[src/rtl/rdma_pkg.sv]
package rdma_pkg;
    localparam int ADDR_W = 16;
    localparam int RA_W   = 4;

    typedef enum logic [2:0] {
        S_IDLE,
        S_RD_FETCH,
        S_RD_LATCH,
        S_RD_OFFER,
        S_WR_ACCEPT
    } rdma_state_t;

    localparam logic [RA_W-1:0] RA_CMD     = 4'd0;
    localparam logic [RA_W-1:0] RA_ADDR_LO = 4'd1;
    localparam logic [RA_W-1:0] RA_ADDR_HI = 4'd2;
    localparam logic [RA_W-1:0] RA_CNT_LO  = 4'd3;
    localparam logic [RA_W-1:0] RA_CNT_HI  = 4'd4;
    localparam logic [RA_W-1:0] RA_CFG     = 4'd5;
    localparam logic [RA_W-1:0] RA_STATUS  = 4'd6;

    localparam logic [2:0] CMD_READ  = 3'b001;
    localparam logic [2:0] CMD_WRITE = 3'b010;
endpackage

[src/rtl/rdma_regs.sv]
module rdma_regs
    import rdma_pkg::*;
#(
    parameter int AW = ADDR_W
) (
    input  logic            clk,
    input  logic            rst_n,
    input  logic            reg_wr,
    input  logic [RA_W-1:0] reg_addr,
    input  logic [7:0]      reg_wdata,
    input  logic            busy,
    input  logic            done_set,
    input  logic [AW-1:0]   cur_addr,
    input  logic [AW-1:0]   remain,
    output logic            cmd_valid,
    output logic [2:0]      cmd_code,
    output logic            ld_addr_lo,
    output logic            ld_addr_hi,
    output logic            ld_cnt_lo,
    output logic            ld_cnt_hi,
    output logic            cfg_word,
    output logic            cfg_swap,
    output logic            done_flag,
    output logic [7:0]      reg_rdata
);
    logic idle_wr;

    assign idle_wr    = reg_wr && !busy;
    assign cmd_code   = reg_wdata[2:0];
    assign cmd_valid  = reg_wr && (reg_addr == RA_CMD) && (!busy || reg_wdata[2]);
    assign ld_addr_lo = idle_wr && (reg_addr == RA_ADDR_LO);
    assign ld_addr_hi = idle_wr && (reg_addr == RA_ADDR_HI);
    assign ld_cnt_lo  = idle_wr && (reg_addr == RA_CNT_LO);
    assign ld_cnt_hi  = idle_wr && (reg_addr == RA_CNT_HI);

    always_ff @(posedge clk or negedge rst_n) begin
        if (!rst_n) begin
            cfg_word <= 1'b0;
            cfg_swap <= 1'b0;
        end else if (idle_wr && reg_addr == RA_CFG) begin
            cfg_word <= reg_wdata[0];
            cfg_swap <= reg_wdata[1];
        end
    end

    always_ff @(posedge clk or negedge rst_n) begin
        if (!rst_n) begin
            done_flag <= 1'b0;
        end else if (done_set) begin
            done_flag <= 1'b1;
        end else if (reg_wr && reg_addr == RA_STATUS && reg_wdata[0]) begin
            done_flag <= 1'b0;
        end
    end

    always_comb begin
        reg_rdata = 8'h00;
        unique case (reg_addr)
            RA_ADDR_LO: reg_rdata = cur_addr[7:0];
            RA_ADDR_HI: reg_rdata = 8'(cur_addr[AW-1:8]);
            RA_CNT_LO:  reg_rdata = remain[7:0];
            RA_CNT_HI:  reg_rdata = 8'(remain[AW-1:8]);
            RA_CFG:     reg_rdata = {6'd0, cfg_swap, cfg_word};
            RA_STATUS:  reg_rdata = {7'd0, done_flag};
            default:    reg_rdata = 8'h00;
        endcase
    end

    p_done_set_r9: assert property (@(posedge clk) disable iff (!rst_n)
        done_set |=> done_flag);
    p_cfg_hold_r12: assert property (@(posedge clk) disable iff (!rst_n)
        busy |=> $stable({cfg_word, cfg_swap}));
endmodule

[src/rtl/rdma_ctrl.sv]
module rdma_ctrl
    import rdma_pkg::*;
#(
    parameter int AW = ADDR_W
) (
    input  logic          clk,
    input  logic          rst_n,
    input  logic          cmd_valid,
    input  logic [2:0]    cmd_code,
    input  logic          ld_addr_lo,
    input  logic          ld_addr_hi,
    input  logic          ld_cnt_lo,
    input  logic          ld_cnt_hi,
    input  logic [7:0]    ld_byte,
    input  logic          cfg_word,
    input  logic          hd_rready,
    input  logic          hd_wvalid,
    output logic          busy,
    output logic [AW-1:0] cur_addr,
    output logic [AW-1:0] remain,
    output logic          step_two,
    output logic          mem_re,
    output logic          mem_we,
    output logic          hd_rvalid,
    output logic          hd_wready,
    output logic          latch_en,
    output logic          done_set
);
    rdma_state_t state, state_nx;
    logic          abort_cmd, start_rd, start_wr, step_now, last;
    logic [AW-1:0] step_amt;

    assign abort_cmd = cmd_valid && cmd_code[2];
    assign start_rd  = cmd_valid && (cmd_code == CMD_READ)  && (state == S_IDLE);
    assign start_wr  = cmd_valid && (cmd_code == CMD_WRITE) && (state == S_IDLE);
    assign step_two  = cfg_word && (remain >= AW'(2));
    assign step_amt  = step_two ? AW'(2) : AW'(1);
    assign last      = (remain == step_amt);
    assign busy      = (state != S_IDLE);
    assign step_now  = !abort_cmd &&
                       (((state == S_RD_OFFER) && hd_rready) ||
                        ((state == S_WR_ACCEPT) && hd_wvalid));
    assign done_set  = (step_now && last) ||
                       ((start_rd || start_wr) && (remain == '0));

    always_comb begin
        state_nx = state;
        unique case (state)
            S_IDLE: begin
                if (start_rd && remain != '0)      state_nx = S_RD_FETCH;
                else if (start_wr && remain != '0) state_nx = S_WR_ACCEPT;
            end
            S_RD_FETCH: state_nx = S_RD_LATCH;
            S_RD_LATCH: state_nx = S_RD_OFFER;
            S_RD_OFFER: begin
                if (step_now) state_nx = last ? S_IDLE : S_RD_FETCH;
            end
            S_WR_ACCEPT: begin
                if (step_now && last) state_nx = S_IDLE;
            end
            default: state_nx = S_IDLE;
        endcase
        if (abort_cmd) state_nx = S_IDLE;
    end

    always_ff @(posedge clk or negedge rst_n) begin
        if (!rst_n) state <= S_IDLE;
        else        state <= state_nx;
    end

    always_comb begin
        mem_re    = (state == S_RD_FETCH);
        latch_en  = (state == S_RD_LATCH);
        hd_rvalid = (state == S_RD_OFFER);
        hd_wready = (state == S_WR_ACCEPT);
        mem_we    = (state == S_WR_ACCEPT) && step_now;
    end

    always_ff @(posedge clk or negedge rst_n) begin
        if (!rst_n) begin
            cur_addr <= '0;
        end else if (step_now) begin
            cur_addr <= cur_addr + step_amt;
        end else begin
            if (ld_addr_lo) cur_addr[7:0]    <= ld_byte;
            if (ld_addr_hi) cur_addr[AW-1:8] <= (AW-8)'(ld_byte);
        end
    end

    always_ff @(posedge clk or negedge rst_n) begin
        if (!rst_n) begin
            remain <= '0;
        end else if (abort_cmd) begin
            remain <= '0;
        end else if (step_now) begin
            remain <= remain - step_amt;
        end else begin
            if (ld_cnt_lo) remain[7:0]    <= ld_byte;
            if (ld_cnt_hi) remain[AW-1:8] <= (AW-8)'(ld_byte);
        end
    end

    p_abort_r11: assert property (@(posedge clk) disable iff (!rst_n)
        abort_cmd |=> (state == S_IDLE && remain == '0 && cur_addr == $past(cur_addr)));
    p_busy_count_r9: assert property (@(posedge clk) disable iff (!rst_n)
        (state != S_IDLE) |-> (remain != '0));
    p_addr_hold_r12: assert property (@(posedge clk) disable iff (!rst_n)
        (busy && !step_now) |=> $stable(cur_addr));
    p_port_excl_r7: assert property (@(posedge clk) disable iff (!rst_n)
        $onehot0({mem_re, hd_rvalid, hd_wready}));
    p_latency_r7: assert property (@(posedge clk) disable iff (!rst_n)
        (mem_re && !abort_cmd) |=> latch_en);
endmodule

[src/rtl/rdma_lanes.sv]
module rdma_lanes (
    input  logic        clk,
    input  logic        rst_n,
    input  logic        cfg_word,
    input  logic        cfg_swap,
    input  logic        step_two,
    input  logic        latch_en,
    input  logic [15:0] mem_rdata,
    input  logic [15:0] hd_wdata,
    output logic [15:0] mem_wdata,
    output logic [1:0]  mem_be,
    output logic [15:0] hd_rdata
);
    logic [15:0] hold;
    logic        hi_lane;
    logic [7:0]  wr_byte, rd_byte;

    assign hi_lane = cfg_word && cfg_swap;

    always_ff @(posedge clk or negedge rst_n) begin
        if (!rst_n)        hold <= '0;
        else if (latch_en) hold <= mem_rdata;
    end

    always_comb begin
        wr_byte = hi_lane ? hd_wdata[15:8] : hd_wdata[7:0];
        rd_byte = hold[7:0];
        if (step_two) begin
            mem_be    = 2'b11;
            mem_wdata = cfg_swap ? {hd_wdata[7:0], hd_wdata[15:8]} : hd_wdata;
            hd_rdata  = cfg_swap ? {hold[7:0], hold[15:8]} : hold;
        end else begin
            mem_be    = 2'b01;
            mem_wdata = {8'h00, wr_byte};
            hd_rdata  = hi_lane ? {rd_byte, 8'h00} : {8'h00, rd_byte};
        end
    end
endmodule

[src/rtl/rdma_engine.sv]
module rdma_engine
    import rdma_pkg::*;
#(
    parameter int AW = ADDR_W
) (
    input  logic            clk,
    input  logic            rst_n,
    input  logic            reg_wr,
    input  logic [RA_W-1:0] reg_addr,
    input  logic [7:0]      reg_wdata,
    output logic [7:0]      reg_rdata,
    input  logic            hd_wvalid,
    input  logic [15:0]     hd_wdata,
    output logic            hd_wready,
    input  logic            hd_rready,
    output logic            hd_rvalid,
    output logic [15:0]     hd_rdata,
    output logic [AW-1:0]   mem_addr,
    output logic            mem_re,
    output logic            mem_we,
    output logic [1:0]      mem_be,
    output logic [15:0]     mem_wdata,
    input  logic [15:0]     mem_rdata,
    output logic            irq
);
    logic          busy, done_set, done_flag, cmd_valid, step_two, latch_en;
    logic          ld_addr_lo, ld_addr_hi, ld_cnt_lo, ld_cnt_hi, cfg_word, cfg_swap;
    logic [2:0]    cmd_code;
    logic [AW-1:0] cur_addr, remain;

    rdma_regs #(.AW(AW)) regs_i (
        .clk(clk), .rst_n(rst_n), .reg_wr(reg_wr), .reg_addr(reg_addr),
        .reg_wdata(reg_wdata), .busy(busy), .done_set(done_set),
        .cur_addr(cur_addr), .remain(remain), .cmd_valid(cmd_valid),
        .cmd_code(cmd_code), .ld_addr_lo(ld_addr_lo), .ld_addr_hi(ld_addr_hi),
        .ld_cnt_lo(ld_cnt_lo), .ld_cnt_hi(ld_cnt_hi), .cfg_word(cfg_word),
        .cfg_swap(cfg_swap), .done_flag(done_flag), .reg_rdata(reg_rdata)
    );

    rdma_ctrl #(.AW(AW)) ctrl_i (
        .clk(clk), .rst_n(rst_n), .cmd_valid(cmd_valid), .cmd_code(cmd_code),
        .ld_addr_lo(ld_addr_lo), .ld_addr_hi(ld_addr_hi), .ld_cnt_lo(ld_cnt_lo),
        .ld_cnt_hi(ld_cnt_hi), .ld_byte(reg_wdata), .cfg_word(cfg_word),
        .hd_rready(hd_rready), .hd_wvalid(hd_wvalid), .busy(busy),
        .cur_addr(cur_addr), .remain(remain), .step_two(step_two),
        .mem_re(mem_re), .mem_we(mem_we), .hd_rvalid(hd_rvalid),
        .hd_wready(hd_wready), .latch_en(latch_en), .done_set(done_set)
    );

    rdma_lanes lanes_i (
        .clk(clk), .rst_n(rst_n), .cfg_word(cfg_word), .cfg_swap(cfg_swap),
        .step_two(step_two), .latch_en(latch_en), .mem_rdata(mem_rdata),
        .hd_wdata(hd_wdata), .mem_wdata(mem_wdata), .mem_be(mem_be),
        .hd_rdata(hd_rdata)
    );

    assign mem_addr = cur_addr;
    assign irq      = done_flag;

    logic abort_port;
    assign abort_port = reg_wr && (reg_addr == RA_CMD) && reg_wdata[2];

    p_offer_hold_r7: assert property (@(posedge clk) disable iff (!rst_n)
        (hd_rvalid && !hd_rready && !abort_port) |=> (hd_rvalid && $stable(hd_rdata)));
    p_write_gate_r8: assert property (@(posedge clk) disable iff (!rst_n)
        mem_we |-> (hd_wvalid && hd_wready));
endmodule

[config.mk]
export PLATFORM = sky130hd
export DESIGN_NAME = rdma_engine
export DESIGN_NICKNAME = d
export VERILOG_FILES = /design/src/rtl/rdma_pkg.sv /design/src/rtl/rdma_regs.sv /design/src/rtl/rdma_ctrl.sv /design/src/rtl/rdma_lanes.sv /design/src/rtl/rdma_engine.sv
export SDC_FILE = /design/constraint.sdc
export NUM_CORES = 1
export LEC_CHECK = 0
export BUFFER_PORTS_ARGS = -buffer_cell sky130_fd_sc_hd__buf_2
export CORE_ASPECT_RATIO = 1.75
export CORE_MARGIN = 10
export CORE_UTILIZATION = 30
export CTS_CLUSTER_DIAMETER = 200
export DETAILED_ROUTE_END_ITERATION = 6
export GPL_TIMING_DRIVEN = 0
export HOLD_SLACK_MARGIN = 0.12
export PLACE_DENSITY_LB_ADDON = 0.08
export SYNTH_ARGS = -nofsm -noshare
export SYNTH_HDL_FRONTEND = slang
export SYNTH_SLANG_ARGS = --single-unit
[constraint.sdc]
create_clock -name clk -period 5.33 [get_ports clk]
set_input_delay 0.7995 -clock clk [delete_from_list [all_inputs] [get_ports clk]]
set_output_delay 0.7995 -clock clk [all_outputs]
set_load 0.02 [all_outputs]
==> qor.csv <==
stage,metric,value,unit
final_layout,footprint of the multi-input gates,2270,sq um
drt,drt via density,5.49,
drt,drt initial violations,337,
final_layout,number of diodes,0,
place,post-place setup slack,1170,ps
drt,drt first pass iters,5,
global_route,grt ovf,0,
floorplanning,I/O Pins,112,
run_status,status,"finished, final reports clean",
critical_path,CP arrival,4390,ps
floorplanning,Rows,54,
logic_synthesis,dominant synthesized flop cell,dfrtp_1,
global_route,global-route wire length before repair,23.8,mm
global_route,vias in the first global route,4153,
critical_path,CP Cell Sequence,nor4_4 > nand2_1 > or4b_1 > and2_1 > buf_6 > clkinv_1 > ha_1 > fa_1 > nor3b_1 > nand2_1 > o31a_1 > o21ai_0 > o21ai_0,
clock_network,H-Tree Depth,2,
clock_network,Clock Tree Root,clkbuf_16,
flow_run,Max Cap Viol,0,
final_layout,fill count,1394,
global_route,initial antenna violation count,0,
drt,ANT nets after route,0,
logic_synthesis,"count leader, synth",nand2_1,
clock_network,worst skew pair latency,310,ps
floorplanning,Initial Util,30.4,%
clock_network,setup repair bufs after CTS,0,
drt,DR vias,4032,
floorplanning,die height,168,um
critical_path,Crit path largest cell delay,640,ps
sta,total negative setup slack,0,ps
global_route,largest net degree at the start of global routing,55,
logic_synthesis,"flops & latches, synth",54,
sta,Fmax,0.235,GHz
final_layout,final net count,621,
power_and_ir_drop,peak supply drop,0.000150,V
clock_network,CTS tree,yes,
drt,DRC,0,
sta,final clock period utilization by the worst path,79.9,%
final_layout,fraction of layout cells with a size suffix above 1,27.9,%
logic_synthesis,yosys warns,0,
min_path,Worst Hold Class,flip-flop to flip-flop,
logic_synthesis,Synth top area share,35.8,%
logic_synthesis,library cells used by synthesis,56,
logic_synthesis,"top cells by area, synth","dfrtp_1 36%, nand2_1 7.0%, mux2_2 6.3%",
place,GPL Wtd Cong,0.888,
floorplanning,die width,105,um
logic_synthesis,post-synthesis instance area,3780,sq um
critical_path,CP max-delay cell,nor3b_1,
clock_network,CTS max path bufs,2,
critical_path,type of the worst setup path,flip-flop to flip-flop,
final_layout,Final Util,37.7,%
power_and_ir_drop,Pwr per Cell Area,484,nW/um^2
sta,min cycle time layout,4260,ps
logic_synthesis,Post-synth top cells,"70 x nand2_1, 54 x dfrtp_1, 41 x nor2_1",
sta,final worst slack,1070,ps
power_and_ir_drop,Pleak,2.07,nW
sta,RSZ-0062 raised after global routing,false,
final_layout,register area,1350,sq um
clock_network,Clock Sink Count,54,
logic_synthesis,sequential share of the synthesized area,35.8,%
critical_path,crit-path max FO,13,
sta,Slew HR,38.1,%
sta,"Hold Vio Cnt, Final",0,
power_and_ir_drop,power after layout,2.26,mW
clock_network,number of CTS-inserted buffers,5,
final_layout,layout overhead on the synthesized area,23.9,%
logic_synthesis,number of synthesized flops with an enable pin,0,
place,Final HPWL DP,11.7,mm
sta,final clock skew,6.26,ps
clock_network,# hold bufs at CTS,0,
critical_path,CP Data Required Time,5460,ps
logic_synthesis,cell taking the most area after synthesis,dfrtp_1,
critical_path,crit start category,flip-flop,
clock_network,post-CTS resize count,0,
logic_synthesis,ys async rst share,100,%
sta,worst-margin pin slew,926,ps
global_route,total track usage,16.8,%
clock_network,clock slew at reported path FFs,80,ps
sta,Slew Limit Fails,0,
place,IO buf count,109,
sta,Final Setup Violations,0,
logic_synthesis,Mapped Cells,449,
critical_path,CP Capture Type,flip-flop,
floorplanning,die area,17700,sq um
logic_synthesis,Synthesized Nets,505,
floorplanning,core area,12400,sq um
drt,WL/cell,20.4,um
logic_synthesis,"Avg Cell Area, Syn",8.42,sq um
drt,routed wire length,15.0,mm
sta,Hold Slack,540,ps
==> critical path: cells and delay by family, from the launching register on <==
| family | cells | cell delay [ps] |
|---|---|---|
| DFF | 1 | 440 |
| and+or+nand+nor | 6 | 2190 |
| buffers and inverters | 2 | 430 |
| adders and majority gates | 2 | 430 |
| AOI/OAI and AO/OA | 3 | 600 |
==> per-stage QoR <==
step	instance area, sq um	cells
2_1_floorplan	3780	449
3_3_place_gp	4530	726
3_5_place_dp	4530	726
4_1_cts	4680	734
5_1_grt	4680	734
6_report	4680	734
==> cell families (layout without fill, tap and decap cells) <==
family | after synthesis | in the layout | synth area share (%)
adder cells (fa/ha/maj) | 7 | 7 | 2.72
multiplexers | 31 | 31 | 8.91
other | 1 | 1 | 0.0992
AO/OA/AOI/OAI | 127 | 127 | 22.4
buffers and inverters | 35 | 152 | 4.14
flip-flops | 54 | 54 | 35.8
AND/OR/NAND/NOR | 194 | 194 | 26.0
==> report_power, final <==
group / switching (mW) / internal, mW
Sequential: 0.221 / 0.581
Combinational: 0.679 / 0.440
Clock: 0.168 / 0.175
==> cells in the final DEF, fill, tap and decap left out, drive strengths merged, types with 4 or more instances in the layout <==
cell    synthesis  routed
nor2           41      41
mux2           21      21
nor3           11      11
nand3          19      19
and3            9       9
a31oi           9       9
buf            13     122
dfrtp          54      54
nand2          70      70
o21ai          35      35
o211ai          4       4
nor2b           6       6
mux2i          10      10
a211oi         12      12
and2            9       9
clkbuf         14      19
inv             7       7
a32o            8       8
a311oi          7       7
and4            4       4
a21oi          20      20
ha              5       5
a22oi          16      16
==> state kept, by name (all words and copies together), names as in the netlist <==
| signal | cells |
|---|---|
| ctrl_i.cur_addr | 16 |
| ctrl_i.remain | 16 |
| lanes_i.hold | 16 |
| ctrl_i.state | 3 |
| regs_i.cfg_swap | 1 |
| regs_i.cfg_word | 1 |
| regs_i.done_flag | 1 |
==> area by class of cell <==
| class | count | share of cell area [%] |
|---|---|---|
| multi-input combinational | 360 | 48.5 |
| sequential | 54 | 28.9 |
| timing repair buffer | 109 | 11.7 |
| tap | 168 | 4.49 |
| buffer | 27 | 2.70 |
| clock buffer | 5 | 2.67 |
| inverter | 8 | 0.641 |
| clock inverter | 3 | 0.454 |
==> worst paths after layout <==
| check | from | to | slack (ps) | cells past startpoint |
|---|---|---|---|---|
| max in group asynchronous | rst_n | ctrl_i.remain[1] | 4290 | 1 |
| worst max-delay path | ctrl_i.remain[14] | ctrl_i.remain[8] | 1070 | 13 |
| min in group asynchronous | rst_n | ctrl_i.cur_addr[8] | 550 | 1 |
| worst min register to register | lanes_i.hold[12] | lanes_i.hold[12] | 540 | 1 |
| worst min-delay path | lanes_i.hold[12] | lanes_i.hold[12] | 540 | 1 |
| worst max register to register | ctrl_i.remain[14] | ctrl_i.remain[8] | 1070 | 13 |
==> layer usage <==
layer | track usage, % | vias to the layer above | share of wire, %
met5 | 0 | - | 0
met4 | 5.94 | 0 | 2.5
met3 | 3.84 | 25 | 6.2
met2 | 30.6 | 180 | 52
met1 | 18.4 | 1931 | 39
li1 | - | 1896 | -
Note: power is estimated with default switching activity, not from simulation.
